### src/rtl/zloop_pkg.sv
package zloop_pkg;
  localparam int IMM_W = 8;
  localparam int IDX_W = 4;

  // Major opcode bytes (bits 15..8) for the displacement and immediate forms
  localparam logic [7:0] OP_RC_IMM = 8'h82;
  localparam logic [7:0] OP_LD_BEG = 8'h8C;
  localparam logic [7:0] OP_LD_END = 8'h8E;
  // Top nibble and low byte for the register forms
  localparam logic [3:0] GRP_RC_REG = 4'h4;
  localparam logic [7:0] SUB_RC_REG = 8'h14;
  localparam logic [3:0] GRP_STORE  = 4'h0;
  localparam logic [7:0] SUB_RD_BEG = 8'h62;
  localparam logic [7:0] SUB_RD_END = 8'h72;

  typedef struct packed {
    logic             setRcImm;
    logic             setRcReg;
    logic             ldBegin;
    logic             ldEnd;
    logic             rdBegin;
    logic             rdEnd;
    logic [IDX_W-1:0] regIdx;
    logic [IMM_W-1:0] imm;
  } ctrl_t;
endpackage

### src/rtl/zloop_decode.sv
module zloop_decode
  import zloop_pkg::*;
(
  input  logic        clk,
  input  logic        rstN,
  input  logic        instrValid,
  input  logic [15:0] instrWord,
  output ctrl_t       ctrl
);
  logic [7:0] hiByte;
  logic [7:0] loByte;
  logic [3:0] topNib;

  assign hiByte = instrWord[15:8];
  assign loByte = instrWord[7:0];
  assign topNib = instrWord[15:12];

  always_comb begin
    ctrl          = '0;
    ctrl.regIdx   = instrWord[11:8];
    ctrl.imm      = instrWord[7:0];
    if (instrValid) begin
      ctrl.setRcImm = (hiByte == OP_RC_IMM);
      ctrl.ldBegin  = (hiByte == OP_LD_BEG);
      ctrl.ldEnd    = (hiByte == OP_LD_END);
      ctrl.setRcReg = (topNib == GRP_RC_REG) && (loByte == SUB_RC_REG);
      ctrl.rdBegin  = (topNib == GRP_STORE)  && (loByte == SUB_RD_BEG);
      ctrl.rdEnd    = (topNib == GRP_STORE)  && (loByte == SUB_RD_END);
    end
  end

  // at most one strobe, and none without a valid instruction
  strobe_onehot_chk: assert property (@(posedge clk) disable iff (!rstN)
    $onehot0({ctrl.setRcImm, ctrl.setRcReg, ctrl.ldBegin, ctrl.ldEnd, ctrl.rdBegin, ctrl.rdEnd}));

  no_strobe_idle_chk: assert property (@(posedge clk) disable iff (!rstN)
    !instrValid |-> !(ctrl.setRcImm || ctrl.setRcReg || ctrl.ldBegin || ctrl.ldEnd || ctrl.rdBegin || ctrl.rdEnd));
endmodule

### src/rtl/zloop_datapath.sv
module zloop_datapath
  import zloop_pkg::*;
#(
  parameter int ADDR_W = 32,
  parameter int DATA_W = 32,
  parameter int RC_W   = 12
) (
  input  logic              clk,
  input  logic              rstN,
  input  ctrl_t             ctrl,
  input  logic [DATA_W-1:0] gprRdData,
  input  logic [ADDR_W-1:0] pcCur,
  input  logic              fetchValid,
  input  logic [ADDR_W-1:0] fetchAddr,
  output logic              redirValid,
  output logic [ADDR_W-1:0] redirTarget,
  output logic              wbEn,
  output logic [IDX_W-1:0]  wbIdx,
  output logic [DATA_W-1:0] wbData,
  output logic [RC_W-1:0]   rcField
);
  localparam logic [RC_W-1:0] RC_ONE = RC_W'(1);

  logic [ADDR_W-1:0] beginReg;
  logic [ADDR_W-1:0] endReg;
  logic [RC_W-1:0]   rcReg;
  logic [ADDR_W-1:0] relAddr;
  logic [RC_W-1:0]   rcLoad;
  logic              rcWrite;
  logic              endHit;
  logic              unusedHi;

  assign unusedHi = ^gprRdData[DATA_W-1:RC_W];

  // zero-extended displacement, halfword-scaled
  assign relAddr = pcCur + (ADDR_W'(ctrl.imm) << 1);
  assign rcWrite = ctrl.setRcImm | ctrl.setRcReg;
  assign rcLoad  = ctrl.setRcReg ? gprRdData[RC_W-1:0] : RC_W'(ctrl.imm);

  assign endHit      = fetchValid && (fetchAddr == endReg) && (rcReg != '0);
  assign redirValid  = endHit && (rcReg > RC_ONE);
  assign redirTarget = beginReg;
  assign rcField     = rcReg;

  always_ff @(posedge clk) begin
    if (!rstN) begin
      beginReg <= '0;
      endReg   <= '0;
    end else begin
      if (ctrl.ldBegin) beginReg <= relAddr;
      if (ctrl.ldEnd)   endReg   <= relAddr;
    end
  end

  always_ff @(posedge clk) begin
    if (!rstN)        rcReg <= '0;
    else if (rcWrite) rcReg <= rcLoad;
    else if (endHit)  rcReg <= rcReg - RC_ONE;
  end

  always_ff @(posedge clk) begin
    if (!rstN) begin
      wbEn   <= 1'b0;
      wbIdx  <= '0;
      wbData <= '0;
    end else begin
      wbEn  <= ctrl.rdBegin | ctrl.rdEnd;
      wbIdx <= ctrl.regIdx;
      if (ctrl.rdBegin)    wbData <= DATA_W'(beginReg);
      else if (ctrl.rdEnd) wbData <= DATA_W'(endReg);
    end
  end


  loop_dec_chk: assert property (@(posedge clk) disable iff (!rstN)
    (redirValid && !rcWrite) |=> (rcReg == $past(rcReg) - RC_ONE));

  idle_count_chk: assert property (@(posedge clk) disable iff (!rstN)
    (rcReg == '0 && !rcWrite) |=> (rcReg == '0));

  imm_upper_clear_chk: assert property (@(posedge clk) disable iff (!rstN)
    ctrl.setRcImm |=> (rcReg[RC_W-1:IMM_W] == '0));

  no_fetch_hold_chk: assert property (@(posedge clk) disable iff (!rstN)
    (!fetchValid && !rcWrite) |=> $stable(rcReg));

  wb_follow_chk: assert property (@(posedge clk) disable iff (!rstN)
    (ctrl.rdBegin || ctrl.rdEnd) |=> wbEn);

  load_wins_chk: assert property (@(posedge clk) disable iff (!rstN)
    (ctrl.setRcImm && endHit) |=> (rcReg == RC_W'($past(ctrl.imm))));
endmodule

### src/rtl/zloop_unit.sv
module zloop_unit #(
  parameter int ADDR_W = 32,
  parameter int DATA_W = 32,
  parameter int RC_W   = 12
) (
  input  logic              clk,
  input  logic              rstN,
  input  logic              instrValid,
  input  logic [15:0]       instrWord,
  input  logic [DATA_W-1:0] gprRdData,
  input  logic [ADDR_W-1:0] pcCur,
  input  logic              fetchValid,
  input  logic [ADDR_W-1:0] fetchAddr,
  output logic              redirValid,
  output logic [ADDR_W-1:0] redirTarget,
  output logic              wbEn,
  output logic [3:0]        wbIdx,
  output logic [DATA_W-1:0] wbData,
  output logic [RC_W-1:0]   rcField
);
  zloop_pkg::ctrl_t ctrl;

  zloop_decode u_dec (
    .clk        (clk),
    .rstN       (rstN),
    .instrValid (instrValid),
    .instrWord  (instrWord),
    .ctrl       (ctrl)
  );

  zloop_datapath #(
    .ADDR_W (ADDR_W),
    .DATA_W (DATA_W),
    .RC_W   (RC_W)
  ) u_dp (
    .clk         (clk),
    .rstN        (rstN),
    .ctrl        (ctrl),
    .gprRdData   (gprRdData),
    .pcCur       (pcCur),
    .fetchValid  (fetchValid),
    .fetchAddr   (fetchAddr),
    .redirValid  (redirValid),
    .redirTarget (redirTarget),
    .wbEn        (wbEn),
    .wbIdx       (wbIdx),
    .wbData      (wbData),
    .rcField     (rcField)
  );
endmodule

### config.mk
export PLATFORM = sky130hd
export DESIGN_NAME = zloop_unit
export DESIGN_NICKNAME = d
export VERILOG_FILES = /design/src/rtl/zloop_pkg.sv /design/src/rtl/zloop_decode.sv /design/src/rtl/zloop_datapath.sv /design/src/rtl/zloop_unit.sv
export SDC_FILE = /design/constraint.sdc
export NUM_CORES = 1
export LEC_CHECK = 0
export BUFFER_PORTS_ARGS = -buffer_cell sky130_fd_sc_hd__buf_2
export CORE_MARGIN = 5
export CORE_UTILIZATION = 51
export CTS_CLUSTER_SIZE = 16
export DETAILED_ROUTE_END_ITERATION = 12
export PLACE_DENSITY = 0.81
export SYNTH_ARGS = -nofsm -noshare
export SYNTH_HDL_FRONTEND = slang
export SYNTH_HIERARCHICAL = 1
export SYNTH_SLANG_ARGS = --single-unit
### constraint.sdc
create_clock -name clk -period 3.4 [get_ports clk]
set_input_delay 0.68 -clock clk [delete_from_list [all_inputs] [get_ports clk]]
set_output_delay 0.68 -clock clk [all_outputs]
set_load 0.01 [all_outputs]
==> flow_summary.json <==
{
  "nets": 985,
  "cp_max_fo": 8,
  "synth_top_family_by_area": "compound AO/OA/AOI/OAI gates",
  "cts_tree": "built",
  "row_count": 39,
  "holdCritPathClass": "reg2reg",
  "async_flop_share": 0,
  "p_int_mw": 2.71,
  "synthAdderAreaFrac": 0.0265,
  "gr-usage-met3": 0.0745,
  "ant_nets": 0,
  "met2_usage": 0.416,
  "htreeDepth": 4,
  "pwr-share-clk": 0.542,
  "cp-start-kind": "register",
  "synthMuxAreaShare": 0.0810,
  "clock_latency_ns": 0.42,
  "grt_start_max_net_pins": 58,
  "synth_flop_cell": "dfxtp_1",
  "clockRootBuffer": "clkbuf_16",
  "power_density_nw_per_um2": 462,
  "place_inst": 981,
  "seq_power_share": 0.382,
  "syn_area_per_cell_um2": 8.48,
  "fin_crit_sh": 0.890,
  "peakVddDrop_mv": 0.271,
  "p_sw_frac": 0.224,
  "tightest_slew_ns": 1.06,
  "netlist_area_um2": 5950,
  "synth-edff-count": 0,
  "grt_util_met1": 0.319,
  "slowest_delay_ns": 0.64,
  "clockBufferDepth": 2,
  "routed_wl_mm": 18.2,
  "maxSlewViolCount": 0,
  "crit_chain": "nor4_1, nand4_1, and4_2, nand3_2, nor2_1, buf_2",
  "cp.required_ns": 2.72,
  "cts_hold_buffers": 0,
  "layoutNonFillerInstCount": 1013,
  "grtUsageTotal": 0.255,
  "worstSetupEndpointType": "output pin",
  "ff2ff_setup_slack_ns": 1.01,
  "status": "completed",
  "critPathKind": "reg2out",
  "cap_violations": 0,
  "io_pins": 198,
  "clk_pin_slew_worst_paths_ns": 0.05,
  "post_cts_buffers": 0,
  "fill_cells": 985,
  "vias": 5791,
  "die_w_um": 118,
  "cts_sinks": 113,
  "overflow": 0,
  "layout_commonest_cell": "buf_2",
  "relSlewSlack": 0.290,
  "setup_viol": 0,
  "leakage_nw": 3.29,
  "final.setup_skew_ns": 0.00899,
  "crit_path_top_delay_cell": "nor4_1",
  "ctsResizeCount": 0,
  "via_per_inst": 5.72,
  "synth_cell_types": 60,
  "synth_compound_area_frac": 0.199,
  "rsz0062_at_grt": "false",
  "synth_cells": 702,
  "drive_gt1_frac": 0.289,
  "area_growth_pct": 26.9,
  "busiest_layer": "met2",
  "antenna_found_initial": 1,
  "routedWlPerCell_um": 18.0,
  "hpwl_mm": 13.0,
  "timing.fmax_mhz": 330,
  "finalHoldViolCount": 0,
  "worstPathArrival_ns": 2.35,
  "share_comb_of_total_power": 0.076,
  "grt_pass1_wl_mm": 28.6,
  "grt_pass1_vias": 5553,
  "coreArea_um2": 11400,
  "io_buffers": 177,
  "start_util": 0.521,
  "syn_nets": 830,
  "period_needed_ns": 3.03,
  "fin_area_um2": 7550,
  "die_height_um": 118,
  "yosys_warnings": 6,
  "numCtsBuffers": 17,
  "worst_slack_ns": 0.373,
  "synthXorXnorAreaFrac": 0.0751,
  "post-route-drc-count": 0,
  "dp_slack_ns": 0.215,
  "firstDrtPassIters": 7,
  "layout_common_cells": "177 x buf_2, 113 x dfxtp_1, 91 x nor2_1, 71 x a21oi_1, 65 x o21ai_0",
  "seq_area_frac_synth": 0.380,
  "setup_tns_ns": 0,
  "place_congestion": 0.913,
  "dieArea_um2": 13900,
  "placed_area_um2": 6920,
  "p_switching_mw": 0.781,
  "drt_iter0_markers": 697,
  "synth_simple_gate_area_frac": 0.189,
  "ys_ff_latch": 113
}
-- layout make-up --
class                   instances  area [um2]  share of cell area
diodes                          1        2.50            0.000331
clock buffers                  22         474              0.0628
clock inverters                 9         155              0.0205
inverters                       7        26.3             0.00348
multi-input cells             527        3420               0.453
flip-flops and latches        113        2260               0.300
well taps                     143         179              0.0237
repair buffers                191        1030               0.136
-- power by group through the flow --
stage	Combinational, mW	Sequential, mW	Clock [mW]
after floorplan	0.145	1.36	0
after global placement	0.260	1.36	0
after detailed placement	0.263	1.36	0
after CTS	0.265	1.33	1.91
after global routing	0.289	1.33	1.98
final	0.266	1.33	1.89
-- metrics by stage --
stage                     utilization  total power, mW  hold slack, ns
final                           0.661             3.49           0.498
after global routing            0.661             3.60           0.514
after CTS                       0.661             3.51           0.495
after detailed placement        0.606             1.62           0.488
after global placement          0.606             1.62           0.481
after floorplan                     -             1.51           0.475
-- worst paths after layout --
| check | from | end | cells past startpoint |
|---|---|---|---|
| worst max-delay path | u_dp/rcField[7] | redirValid | 6 |
| worst min-delay path | u_dp/redirTarget[8] | u_dp/redirTarget[8] | 2 |
| worst max register to register | u_dp/endReg[6] | u_dp/rcField[2] | 6 |
| worst min register to register | u_dp/redirTarget[8] | u_dp/redirTarget[8] | 2 |
-- cell families after synthesis --
logic type,Yosys count
xor gates and xnor gates,51
AOI/OAI and AO/OA,201
and+or+nand+nor,215
muxes,48
DFF,113
buffers and inverters,62
adders and majority gates,12
-- Yosys cell counts (all sizes together) (9+ instances only) --
| library cell | number | area share |
|---|---|---|
| nor4 | 12 | 0.019 |
| buf | 20 | 0.022 |
| ha | 11 | 0.023 |
| a31oi | 23 | 0.024 |
| o21ai | 66 | 0.056 |
| dfxtp | 113 | 0.38 |
| nand3 | 19 | 0.017 |
| a21oi | 74 | 0.064 |
| clkbuf | 35 | 0.022 |
| a211oi | 11 | 0.018 |
| mux2i | 47 | 0.079 |
| nor2 | 93 | 0.059 |
| nand2 | 26 | 0.016 |
| and2 | 10 | 0.011 |
| nand4 | 9 | 0.012 |
| xor2 | 45 | 0.066 |
-- registers in the layout, indices dropped and copies added (netlist names) --
| name | cells |
|---|---|
| u_dp/endReg | 32 |
| u_dp/redirTarget | 32 |
| u_dp/wbData | 32 |
| u_dp/rcField | 12 |
| u_dp/wbIdx | 4 |
| u_dp/wbEn | 1 |
-- metal layers --
layer  part of all wire  wire length, um  up-vias
li1                   -                -     2813
met1               0.42             7570     2681
met2               0.48             8700      259
met3              0.085             1550       36
met4              0.021              378        2
met5            0.00071               13        -
-- worst max-delay path: cells and delay by family, from the launching register on --
| kind | cells | cell delay [ns] |
|---|---|---|
| DFF | 1 | 0.37 |
| buffers and inverters | 1 | 0.14 |
| and+or+nand+nor | 5 | 1.43 |
No activity file was read; power rests on OpenSTA's default activity.
